### src/rtl/amem_pkg.sv
package amem_pkg;
    localparam int NCS = 6;
    localparam int TW  = 5;
    localparam int DW  = 16;
    localparam int BLW = 3;
    localparam int GW  = 4;
    localparam int CSW = $clog2(NCS);
    localparam int TCW = TW + BLW + 1;

    localparam int SI_CS  = 0;
    localparam int SI_ADV = 1;
    localparam int SI_OE  = 2;
    localparam int SI_WE  = 3;

    typedef struct packed {
        logic [TW-1:0] cs_on;
        logic [TW-1:0] cs_rd_off;
        logic [TW-1:0] cs_wr_off;
        logic [TW-1:0] adv_on;
        logic [TW-1:0] adv_rd_off;
        logic [TW-1:0] adv_wr_off;
        logic [TW-1:0] oe_on;
        logic [TW-1:0] oe_off;
        logic [TW-1:0] we_on;
        logic [TW-1:0] we_off;
        logic [TW-1:0] rd_cyc;
        logic [TW-1:0] wr_cyc;
        logic [TW-1:0] page;
        logic [GW-1:0] gap;
        logic          gran;
        logic          xd_cs;
        logic          xd_adv;
        logic          xd_oe;
        logic          xd_we;
    } tcfg_t;

    typedef struct packed {
        logic           wr;
        logic [CSW-1:0] cs;
        logic [DW-1:0]  addr;
        logic [BLW-1:0] nm1;
        tcfg_t          c;
    } acc_t;

    typedef enum logic [1:0] {S_IDLE, S_ACT, S_GAP, S_DONE} seq_st_t;

    function automatic logic [TCW-1:0] fix_off(logic [TW-1:0] on, logic [TW-1:0] off);
        if (off > on) return TCW'(off);
        return TCW'(on) + TCW'(1);
    endfunction

    function automatic logic [TCW-1:0] page_eff(tcfg_t c);
        return (c.page == '0) ? TCW'(1) : TCW'(c.page);
    endfunction

    function automatic logic [TCW-1:0] burst_ext(acc_t a);
        return TCW'(a.nm1) * page_eff(a.c);
    endfunction

    function automatic logic [TCW-1:0] acc_len(acc_t a);
        logic [TW-1:0] base;
        base = a.wr ? a.c.wr_cyc : a.c.rd_cyc;
        if (base == '0) base = TW'(1);
        return TCW'(base) + burst_ext(a);
    endfunction

    function automatic logic [TCW-1:0] beat_start(acc_t a);
        if (a.wr) return fix_off(a.c.we_on, a.c.we_off) - TCW'(1);
        return fix_off(a.c.oe_on, a.c.oe_off) - TCW'(1);
    endfunction

    function automatic logic in_win(logic [TCW-1:0] t, logic [TCW-1:0] on, logic [TCW-1:0] off);
        return (t >= on) && (t < off);
    endfunction
endpackage

### src/rtl/amem_cfg_bank.sv
module amem_cfg_bank
    import amem_pkg::*;
(
    input  logic           clk,
    input  logic           rst,
    input  logic           cfg_we,
    input  logic [CSW-1:0] cfg_sel,
    input  tcfg_t          cfg_word,
    input  logic [CSW-1:0] rd_sel,
    output tcfg_t          rd_word
);
    tcfg_t bank [NCS];

    for (genvar i = 0; i < NCS; i++) begin : g_slot
        always_ff @(posedge clk) begin
            if (rst) begin
                bank[i] <= '0;
            end else if (cfg_we && cfg_sel == CSW'(i)) begin
                bank[i] <= cfg_word;
            end
        end
    end

    always_comb begin
        rd_word = '0;
        for (int k = 0; k < NCS; k++) begin
            if (rd_sel == CSW'(k)) rd_word = bank[k];
        end
    end

    AST_CFG_SEL_OK: assert property (@(posedge clk) disable iff (rst)
        cfg_we |-> (int'(cfg_sel) < NCS)) else $error("cfg_sel out of range");
endmodule

### src/rtl/amem_timer.sv
module amem_timer
    import amem_pkg::*;
(
    input  logic           clk,
    input  logic           rst,
    input  logic           req,
    input  acc_t           req_acc,
    output logic           act,
    output logic [TCW-1:0] tick,
    output logic           cap,
    output logic [BLW-1:0] beat,
    output logic           ack,
    output acc_t           cur
);
    seq_st_t        st;
    logic           ph;
    logic           ph_last;
    logic           bdone;
    logic           last;
    logic [GW-1:0]  gcnt;
    logic [TCW-1:0] nxt_bt;
    logic [TCW-1:0] len;

    assign len     = acc_len(cur);
    assign act     = (st == S_ACT);
    assign ack     = (st == S_DONE);
    assign ph_last = (ph == cur.c.gran);
    assign last    = act && ph_last && (tick == len - TCW'(1));
    assign cap     = act && !bdone && ph_last && (tick == nxt_bt);

    always_ff @(posedge clk) begin
        if (rst) begin
            st     <= S_IDLE;
            ph     <= 1'b0;
            tick   <= '0;
            gcnt   <= '0;
            nxt_bt <= '0;
            bdone  <= 1'b0;
            beat   <= '0;
            cur    <= '0;
        end else begin
            case (st)
                S_IDLE: if (req) begin
                    cur    <= req_acc;
                    st     <= S_ACT;
                    ph     <= 1'b0;
                    tick   <= '0;
                    beat   <= '0;
                    bdone  <= 1'b0;
                    nxt_bt <= beat_start(req_acc);
                end
                S_ACT: begin
                    ph <= ph_last ? 1'b0 : 1'b1;
                    if (ph_last) tick <= tick + TCW'(1);
                    if (cap) begin
                        if (beat == cur.nm1) bdone <= 1'b1;
                        else                 beat  <= beat + BLW'(1);
                        nxt_bt <= nxt_bt + page_eff(cur.c);
                    end
                    if (last) begin
                        if (cur.c.gap == '0) begin
                            st <= S_DONE;
                        end else begin
                            st   <= S_GAP;
                            gcnt <= cur.c.gap - GW'(1);
                        end
                    end
                end
                S_GAP: begin
                    if (gcnt == '0) st <= S_DONE;
                    else            gcnt <= gcnt - GW'(1);
                end
                default: st <= S_IDLE;
            endcase
        end
    end

    AST_ACK_SINGLE: assert property (@(posedge clk) disable iff (rst)
        ack |=> !ack) else $error("ack longer than one clock");
    AST_TICK_IN_LEN: assert property (@(posedge clk) disable iff (rst)
        act |-> (tick < len)) else $error("tick past access length");
    AST_BEAT_MAX: assert property (@(posedge clk) disable iff (rst)
        act |-> (beat <= cur.nm1)) else $error("beat index past burst");
endmodule

### src/rtl/amem_strobe_gen.sv
module amem_strobe_gen
    import amem_pkg::*;
(
    input  logic           clk,
    input  logic           rst,
    input  logic           act,
    input  logic [TCW-1:0] tick,
    input  logic           cap,
    input  acc_t           cur,
    input  logic [DW-1:0]  wr_data,
    input  logic [DW-1:0]  ad_in,
    output logic [3:0]     strb,
    output logic [DW-1:0]  ad_out,
    output logic           ad_oe,
    output logic           rd_valid,
    output logic [DW-1:0]  rd_data
);
    logic [3:0]     want;
    logic [3:0]     s_q;
    logic [3:0]     s_h;
    logic [3:0]     xd;
    logic [TCW-1:0] ext;
    logic [TCW-1:0] adv_end;
    logic           addr_ph;
    logic           in_len;
    logic           unused_gap;

    assign unused_gap = ^cur.c.gap;
    assign ext     = burst_ext(cur);
    assign adv_end = fix_off(cur.c.adv_on, cur.wr ? cur.c.adv_wr_off : cur.c.adv_rd_off);
    assign addr_ph = tick < adv_end;
    assign in_len  = tick < acc_len(cur);

    always_comb begin
        want = '0;
        if (act && in_len) begin
            want[SI_CS]  = in_win(tick, TCW'(cur.c.cs_on),
                           fix_off(cur.c.cs_on, cur.wr ? cur.c.cs_wr_off : cur.c.cs_rd_off) + ext);
            want[SI_ADV] = in_win(tick, TCW'(cur.c.adv_on), adv_end);
            want[SI_OE]  = !cur.wr && in_win(tick, TCW'(cur.c.oe_on),
                           fix_off(cur.c.oe_on, cur.c.oe_off) + ext);
            want[SI_WE]  = cur.wr && in_win(tick, TCW'(cur.c.we_on),
                           fix_off(cur.c.we_on, cur.c.we_off));
        end
    end

    always_ff @(posedge clk) begin
        if (rst) begin
            s_q      <= '0;
            ad_oe    <= 1'b0;
            ad_out   <= '0;
            rd_valid <= 1'b0;
            rd_data  <= '0;
        end else begin
            s_q      <= want;
            ad_oe    <= act && (addr_ph || cur.wr);
            ad_out   <= !act ? '0 : (addr_ph ? cur.addr : wr_data);
            rd_valid <= cap && !cur.wr;
            if (cap && !cur.wr) rd_data <= ad_in;
        end
    end

    always_ff @(negedge clk) begin
        if (rst) s_h <= '0;
        else     s_h <= s_q;
    end

    assign xd   = {cur.c.xd_we, cur.c.xd_oe, cur.c.xd_adv, cur.c.xd_cs};
    assign strb = (xd & s_h) | (~xd & s_q);

    AST_IDLE_QUIET: assert property (@(posedge clk) disable iff (rst)
        !act |=> (s_q == '0 && !ad_oe)) else $error("strobe outside access");
    AST_OE_WE_APART: assert property (@(posedge clk) disable iff (rst)
        !(s_q[SI_OE] && s_q[SI_WE])) else $error("oe and we together");
    AST_RD_ON_READ: assert property (@(posedge clk) disable iff (rst)
        (cap && cur.wr) |=> !rd_valid) else $error("read capture on write");
endmodule

### src/rtl/amem_strobe_seq.sv
module amem_strobe_seq
    import amem_pkg::*;
(
    input  logic                    clk,
    input  logic                    rst,
    input  logic                    cfg_we,
    input  logic [CSW-1:0]          cfg_sel,
    input  logic [$bits(tcfg_t)-1:0] cfg_word,
    input  logic                    req,
    input  logic                    req_wr,
    input  logic [CSW-1:0]          req_cs,
    input  logic [DW-1:0]           req_addr,
    input  logic [BLW-1:0]          req_len,
    input  logic [DW-1:0]           wr_data,
    output logic                    ack,
    output logic [BLW-1:0]          wr_beat,
    output logic                    rd_valid,
    output logic [DW-1:0]           rd_data,
    input  logic [DW-1:0]           ad_in,
    output logic [DW-1:0]           ad_out,
    output logic                    ad_oe,
    output logic [NCS-1:0]          csn,
    output logic                    adv_n,
    output logic                    oe_n,
    output logic                    we_n
);
    tcfg_t          sel_cfg;
    acc_t           req_acc;
    acc_t           cur;
    logic           act;
    logic           cap;
    logic [TCW-1:0] tick;
    logic [3:0]     strb;

    amem_cfg_bank i_bank (
        .clk(clk), .rst(rst), .cfg_we(cfg_we), .cfg_sel(cfg_sel),
        .cfg_word(tcfg_t'(cfg_word)), .rd_sel(req_cs), .rd_word(sel_cfg)
    );

    always_comb begin
        req_acc.wr   = req_wr;
        req_acc.cs   = req_cs;
        req_acc.addr = req_addr;
        req_acc.nm1  = req_len;
        req_acc.c    = sel_cfg;
    end

    amem_timer i_timer (
        .clk(clk), .rst(rst), .req(req), .req_acc(req_acc), .act(act),
        .tick(tick), .cap(cap), .beat(wr_beat), .ack(ack), .cur(cur)
    );

    amem_strobe_gen i_gen (
        .clk(clk), .rst(rst), .act(act), .tick(tick), .cap(cap), .cur(cur),
        .wr_data(wr_data), .ad_in(ad_in), .strb(strb), .ad_out(ad_out),
        .ad_oe(ad_oe), .rd_valid(rd_valid), .rd_data(rd_data)
    );

    for (genvar i = 0; i < NCS; i++) begin : g_csn
        assign csn[i] = !(strb[SI_CS] && cur.cs == CSW'(i));
    end
    assign adv_n = !strb[SI_ADV];
    assign oe_n  = !strb[SI_OE];
    assign we_n  = !strb[SI_WE];

    AST_ONE_CHIP: assert property (@(posedge clk) disable iff (rst)
        $onehot0(~csn)) else $error("several chip-selects low");
endmodule

### config.mk
export PLATFORM = sky130hd
export DESIGN_NAME = amem_strobe_seq
export DESIGN_NICKNAME = d
export VERILOG_FILES = /design/src/rtl/amem_pkg.sv /design/src/rtl/amem_cfg_bank.sv /design/src/rtl/amem_timer.sv /design/src/rtl/amem_strobe_gen.sv /design/src/rtl/amem_strobe_seq.sv
export SDC_FILE = /design/constraint.sdc
export NUM_CORES = 1
export LEC_CHECK = 0
export ABC_AREA = 1
export BUFFER_PORTS_ARGS = -buffer_cell sky130_fd_sc_hd__buf_2
export CAP_MARGIN = 20
export CORE_MARGIN = 3
export CORE_UTILIZATION = 45
export DETAILED_ROUTE_END_ITERATION = 8
export PLACE_DENSITY = 0.71
export SYNTH_ARGS = -nofsm -noshare
export SYNTH_HDL_FRONTEND = slang
export SYNTH_SLANG_ARGS = --single-unit
export TNS_END_PERCENT = 50
### constraint.sdc
create_clock -name clk -period 6.9 [get_ports clk]
set_input_delay 0 -clock clk [delete_from_list [all_inputs] [get_ports clk]]
set_output_delay 0 -clock clk [all_outputs]
set_load 0.01 [all_outputs]
Yosys cells after proc, flatten, opt, wreduce, memory -nomap -nowiden
Memories as Yosys holds them, arrays and structs flattened.
Index checks and enable logic that the tools add are counted.
- bits in registers: 168
- bits in writable memories: 444
- logic and storage cells: 280
- memories kept: 1
- memory list (memory ; depth ; bits a word ; rd ports ; clocked after Yosys merged registers in ; wr ports ; RTL line ; text):
    i_bank.bank ; 6 ; 74 ; 6 ; 0 ; 6 ; amem_cfg_bank.sv:12 ; tcfg_t bank [NCS];
- add/subtract/negate cells: 17
- multipliers: 1
- $lt $le $gt $ge: 15
- equal/unequal tests: 31
- mux-type cells: 109
- bitwise gates (word level): 12
- reduce and logical (&&, ||, !) cells: 58
- operators with widths (cell ; count):
    74-bit two-way mux ; 12
    9-bit two-way mux ; 29
    1-bit two-way mux ; 46
    9-bit less-than comparator ; 5
    5-bit by 1-bit adder with 6-bit output, second input constant ; 6
    9-bit by 5-bit greater-or-equal comparator with 1-bit output ; 4
    9-bit one-hot mux with 2 select lines ; 2
    5-bit > comparator ; 6
    9-bit adder ; 3
    9-bit by 1-bit subtractor with 9-bit output, second input constant ; 3
    1-bit logical AND ; 26
    5-bit two-way mux ; 5
    3-bit by 2-bit equality test with 1-bit output, second input constant ; 6
    3-bit equality test, second input constant ; 6
    9-bit equality test ; 2
    16-bit two-way mux ; 1
    2-bit inequality test, second input constant ; 8
    4-bit two-way mux ; 3
    4-bit AND reduction ; 3
    1-bit zero test ; 11
    5-bit zero test ; 2
    5-bit by 9-bit adder with 9-bit output ; 1
    9-bit by 1-bit adder with 9-bit output, second input constant ; 1
    3-bit by 1-bit equality test with 1-bit output, second input constant ; 3
    other kinds (27) ; 49

Longest topological paths before layout
- depth in word-level cells: 23
- mapped depth: 30

Modules after synthesis
A second synthesis with hierarchy kept.
- cell total of the unflattened synthesis: 3554
- area, all modules: 31305.0 um^2
- by module, submodules not included (module ; instances ; cells each ; area an instance (um^2) ; sequential area each (um^2)):
    amem_cfg_bank ; 1 ; 1855 ; 19279.7 ; 13332.8
    amem_timer ; 1 ; 933 ; 6776.5 ; 2522.4
    amem_strobe_gen ; 1 ; 746 ; 5163.7 ; 840.8
    amem_strobe_seq ; 1 ; 20 ; 85.1 ; 0.0

==> impl_results.html <==
<table>
<tr><th>Metric</th><th>Value</th></tr>
<tr><th colspan="2">Status</th></tr>
<tr><td>Run status</td><td>finished, final reports clean</td></tr>
<tr><th colspan="2">STA</th></tr>
<tr><td>RSZ-0062 raised after global routing</td><td>no</td></tr>
<tr><td>Tmin final</td><td>around 5.2 ns</td></tr>
<tr><td>Final clock skew</td><td>roughly 0.027 ns</td></tr>
<tr><td>Transition time of the tightest slew-check pin</td><td>1.09 ns</td></tr>
<tr><td>Setup TNS Final</td><td>0 ns</td></tr>
<tr><td>Period Utilization, post-route</td><td>approximately three quarters</td></tr>
<tr><td>Number of slew-limit violations in the final report</td><td>0</td></tr>
<tr><td>Max Clk Rate</td><td>between 150 and 200 MHz</td></tr>
<tr><td>Final-report setup violation count</td><td>0</td></tr>
<tr><td>Number of hold violations in the final report</td><td>0</td></tr>
<tr><td>Max_slew headroom</td><td>a little over a quarter</td></tr>
<tr><th colspan="2">Worst setup path</th></tr>
<tr><td>R2R depth</td><td>21</td></tr>
<tr><td>Worst EP arrival</td><td>5.71 ns</td></tr>
<tr><td>Worst path buffer plus inverter count</td><td>4</td></tr>
<tr><td>Capture point of the critical path</td><td>i_gen.s_q[0]$_SDFF_PP0_</td></tr>
<tr><td>Worst R2R Setup Slack</td><td>1.73 ns</td></tr>
<tr><td>Critical R2R Launch</td><td>i_timer.cur[96]$_SDFFE_PP0P_</td></tr>
<tr><td>Cell chain of the critical path</td><td>clkinv_1, or2_2, o21ai_0, inv_1, o41ai_1, ha_1, inv_1, fa_1, inv_1, nand3_1, nand2_1, nand2_1, nand2_1, ha_1, a21oi_1, o21ai_0, a31oi_1, nand2_1, a31oi_1, o21ai_0, nor4_1</td></tr>
<tr><td>Library cell appearing most often on the critical path</td><td>sky130_fd_sc_hd__nand2_1</td></tr>
<tr><td>Crit Path Category</td><td>reg2reg</td></tr>
<tr><td>Worst flop-to-flop path endpoint</td><td>i_gen.s_q[0]$_SDFF_PP0_</td></tr>
<tr><td>Worst-path fanout max</td><td>17</td></tr>
<tr><td>Worst stage delay on the critical path</td><td>0.75 ns</td></tr>
<tr><td>Standard cell with the maximum stage delay on the critical path</td><td>sky130_fd_sc_hd__dfxtp_1</td></tr>
<tr><td>Crit. Startpoint</td><td>i_timer.cur[96]$_SDFFE_PP0P_</td></tr>
<tr><td>Endpoint type of the worst setup path</td><td>flop</td></tr>
<tr><td>Required time of the critical path</td><td>7.43 ns</td></tr>
<tr><td>Kind of cell with the highest combined delay on the critical path</td><td>compound AO/OA/AOI/OAI gates</td></tr>
<tr><td>Crit path launch type</td><td>flop</td></tr>
<tr><td>Cell count along the critical path</td><td>21</td></tr>
<tr><th colspan="2">Synth</th></tr>
<tr><td>Number of different library cells in the post-synthesis netlist</td><td>55</td></tr>
<tr><td>Gate Count Post-Synth</td><td>3182</td></tr>
<tr><td>Sequential share of the synthesized area</td><td>56.6%</td></tr>
<tr><td>Register bit total from synthesis</td><td>612</td></tr>
<tr><td>Combined area of all synthesized cells</td><td>~0.03 mm^2</td></tr>
<tr><td>Number of warning messages in the yosys log</td><td>0</td></tr>
<tr><td>Post-synth ARST share</td><td>0%</td></tr>
<tr><td>Synthesized netlist net count</td><td>between 3000 and 4000</td></tr>
<tr><td>Number of enable-type register cells in the synthesized netlist</td><td>444</td></tr>
<tr><td>Post-synth top flop</td><td>sky130_fd_sc_hd__edfxtp_1</td></tr>
<tr><td>Post-Syn Area per Cell</td><td>~9.3 um^2</td></tr>
<tr><th colspan="2">GRT</th></tr>
<tr><td>Gr ovfl total</td><td>0</td></tr>
<tr><td>Number of antenna violations at the first check in global routing</td><td>0</td></tr>
<tr><td>Overall Global Routing Usage</td><td>24.0%</td></tr>
<tr><td>Maximum number of pins on one net before global-route repair</td><td>81</td></tr>
<tr><td>Global-route wire length before repair</td><td>128000 um</td></tr>
<tr><td>Via count of the first global-routing pass</td><td>around 23000</td></tr>
<tr><th colspan="2">Die</th></tr>
<tr><td>I/O pin cnt</td><td>~180</td></tr>
<tr><td>Placeable core area</td><td>0.0647 mm^2</td></tr>
<tr><td>Row cnt</td><td>between 90 and 100</td></tr>
<tr><td>Chip Height</td><td>roughly 260 um</td></tr>
<tr><td>X dimension of the die</td><td>between 200 and 300 um</td></tr>
<tr><td>Initial core utilization</td><td>45.6%</td></tr>
<tr><td>Floorplan die area</td><td>a little under 0.07 mm^2</td></tr>
<tr><th colspan="2">Cells and area</th></tr>
<tr><td>Total of fill cells in the finished design</td><td>roughly 5800</td></tr>
<tr><td>Layout Area Growth over Synthesis</td><td>17.0%</td></tr>
<tr><td>Commonest non-fill, non-tap cell in the layout</td><td>sky130_fd_sc_hd__nor2_1</td></tr>
<tr><td>Total area of sequential cells</td><td>approximately 0.017 mm^2</td></tr>
<tr><td>Commonest cells after routing, fill and taps aside</td><td>sky130_fd_sc_hd__nor2_1 (659), sky130_fd_sc_hd__nand2_1 (504), sky130_fd_sc_hd__edfxtp_1 (444)</td></tr>
<tr><td>Layout cells sized above 1</td><td>9.86%</td></tr>
<tr><td>Final design utilization</td><td>53.4%</td></tr>
<tr><td>Area used by multi-input combinational logic</td><td>between 0.01 and 0.015 mm^2</td></tr>
<tr><td>Nets</td><td>approximately 3700</td></tr>
<tr><th colspan="2">Power</th></tr>
<tr><td>Ratio of total power to cell area</td><td>about 300 mW/mm^2</td></tr>
<tr><td>Leak</td><td>14.4 nW</td></tr>
<tr><td>Maximum vdd ir drop</td><td>0.197 mV</td></tr>
<tr><th colspan="2">Placement</th></tr>
<tr><td>Number of buffer cells added on primary ports</td><td>about 180</td></tr>
<tr><td>Final HPWL DP</td><td>a little under 50000 um</td></tr>
<tr><td>Final weighted congestion in routability-driven placement</td><td>between 0.9 and 1</td></tr>
<tr><th colspan="2">Min path</th></tr>
<tr><td>Class of the tightest hold or removal check</td><td>in2reg</td></tr>
<tr><th colspan="2">Detailed routing</th></tr>
<tr><td>Router iterations before antenna repair</td><td>5</td></tr>
<tr><td>Aggregate routed wire length</td><td>approximately 83000 um</td></tr>
<tr><td>Vias per cell</td><td>around 5.5</td></tr>
<tr><td>Final ANT Viol Nets</td><td>0</td></tr>
<tr><td>Detailed-route via count</td><td>approximately 24000</td></tr>
<tr><td>Post-detailed-route DRC marker count</td><td>0</td></tr>
<tr><td>Detailed Route Iter0 Violations</td><td>2306</td></tr>
<tr><td>Routed WL per cell</td><td>slightly below 20 um</td></tr>
<tr><th colspan="2">Clock tree</th></tr>
<tr><td>Clock slew seen by the registers of the worst setup and hold paths</td><td>~0.070 ns</td></tr>
<tr><td>Number of sinks driven by the clock tree</td><td>a little over 600</td></tr>
<tr><td>Post_cts resized</td><td>0</td></tr>
<tr><td>Maximum level of the CTS H-tree</td><td>2</td></tr>
<tr><td>TritonCTS clock tree</td><td>yes</td></tr>
<tr><td>Total CTS buffers</td><td>60</td></tr>
<tr><td>Cell chosen for the clock root</td><td>sky130_fd_sc_hd__clkbuf_16</td></tr>
<tr><td>Clock network latency to the later pin of the worst-skew pair</td><td>between 0.6 and 0.7 ns</td></tr>
<tr><td>Buffer depth of the longest clock path</td><td>3</td></tr>
<tr><th colspan="2">Run</th></tr>
<tr><td>Maxcap violations</td><td>0</td></tr>
</table>
## sequential cells by signal, indices dropped and copies added (netlist names), 2 cells and up
register,cells
i_gen.rd_data,16
i_gen.s_q,4
i_timer.st,2
i_gen.ad_out,16
i_bank.bank,444
i_timer.gcnt,4
i_timer.beat,3
i_timer.nxt_bt,9
i_timer.tick,9
i_gen.s_h,4
i_timer.cur,97
## synth_stat cells, drive strengths merged (4+ instances only)
| cell | instances | area share, % |
|---|---|---|
| a22oi | 30 | 0.76 |
| nor2 | 664 | 8.5 |
| inv | 295 | 3.8 |
| nand3 | 105 | 1.8 |
| xnor2 | 12 | 0.36 |
| o21ai | 150 | 2.5 |
| ha | 128 | 5.4 |
| a21oi | 226 | 3.8 |
| a22o | 7 | 0.21 |
| or2 | 5 | 0.11 |
| a221oi | 17 | 0.50 |
| o21bai | 6 | 0.15 |
| dfxtp | 168 | 11 |
| nor3 | 13 | 0.28 |
| o21a | 8 | 0.20 |
| nor4 | 7 | 0.15 |
| o211ai | 50 | 1.3 |
| clkbuf | 128 | 1.6 |
| a31oi | 6 | 0.13 |
| edfxtp | 444 | 45 |
| o221ai | 21 | 0.62 |
| fa | 8 | 0.54 |
| xor2 | 27 | 0.80 |
| nand3b | 7 | 0.18 |
| nand2 | 513 | 6.5 |
| buf | 30 | 0.59 |
| nand4 | 80 | 1.8 |
| mux2i | 4 | 0.14 |
## timing repair
item,4_1_cts,5_1_grt
hold buffers,134,0
endpoints found under the hold margin,520,0
endpoints found under the setup margin,0,0
setup buffers,0,0
## metrics by stage
stage	cells	instance area, um^2	hold WS (ns)	power [mW]	setup WS (ns)
6_report	4345	34500	0.0341	10.5	1.73
5_1_grt	4343	34500	0.0383	11.0	1.10
4_1_cts	4342	34500	0.00628	10.5	1.69
3_5_place_dp	4092	31100	0.227	7.09	1.82
3_3_place_gp	4092	31100	0.224	7.04	2.05
2_1_floorplan	3182	29500	0.135	6.37	2.52
## worst min-delay path by stage
stage                 from                               end  slack [ns]  cells after the start
2_1_floorplan  wr_data[10]       i_gen.ad_out[10]$_SDFF_PP0_        0.13                      2
3_3_place_gp   wr_data[13]       i_gen.ad_out[13]$_SDFF_PP0_        0.22                      3
3_5_place_dp    wr_data[6]        i_gen.ad_out[6]$_SDFF_PP0_        0.23                      3
4_1_cts         cfg_sel[2]  i_bank.bank[2][81]$_SDFFCE_PN0P_       0.006                      3
5_1_grt         cfg_sel[2]  i_bank.bank[2][81]$_SDFFCE_PN0P_        0.04                      3
6_report         req_cs[2]      i_timer.cur[95]$_SDFFE_PP0P_        0.03                      3
## routing by layer
metal	track usage (%)	routed length, um	up-vias
met5	0	0	-
met1	31.3	33500	11200
met3	3.57	6570	220
li1	-	-	11300
met4	10.4	3340	0
met2	39.9	40000	1005
## cell type report
cell class                 count  share of cell area [%]
tap                          855                    3.10
multi-input combinational   2114                    32.2
inverter                     297                    3.23
clock buffer                  77                    4.63
timing repair buffer         348                    7.29
clock inverter                40                    1.17
antenna                        2                  0.0145
sequential                   612                    48.4
## worst min-delay path, cell delays in order
cell,delay [ns]
sky130_fd_sc_hd__buf_2,0.15
sky130_fd_sc_hd__inv_2,0.25
sky130_fd_sc_hd__a21oi_1,0.20
## report_power, final
part	total, mW	leakage, nW	switching (mW)	internal, mW
Clock	3.36	0.998	1.42	1.94
Sequential	4.52	5.66	0.203	4.32
Combinational	2.59	7.78	1.70	0.889
Total	10.5	14.4	3.33	7.14
## logic make-up (layout without fill, tap and decap cells)
family                   count (synthesis)  count (layout)  synth area share [%]
AO/OA/AOI/OAI                          532             532                  10.6
adder cells (fa/ha/maj)                136             136                  5.97
other                                    0               2                     0
buffers and inverters                  456             762                  6.01
XOR/XNOR                                39              39                  1.16
flip-flops                             612             612                  56.6
multiplexers                             4               4                 0.136
AND/OR/NAND/NOR                       1403            1403                  19.6
No activity file was read; power rests on OpenSTA's default activity.
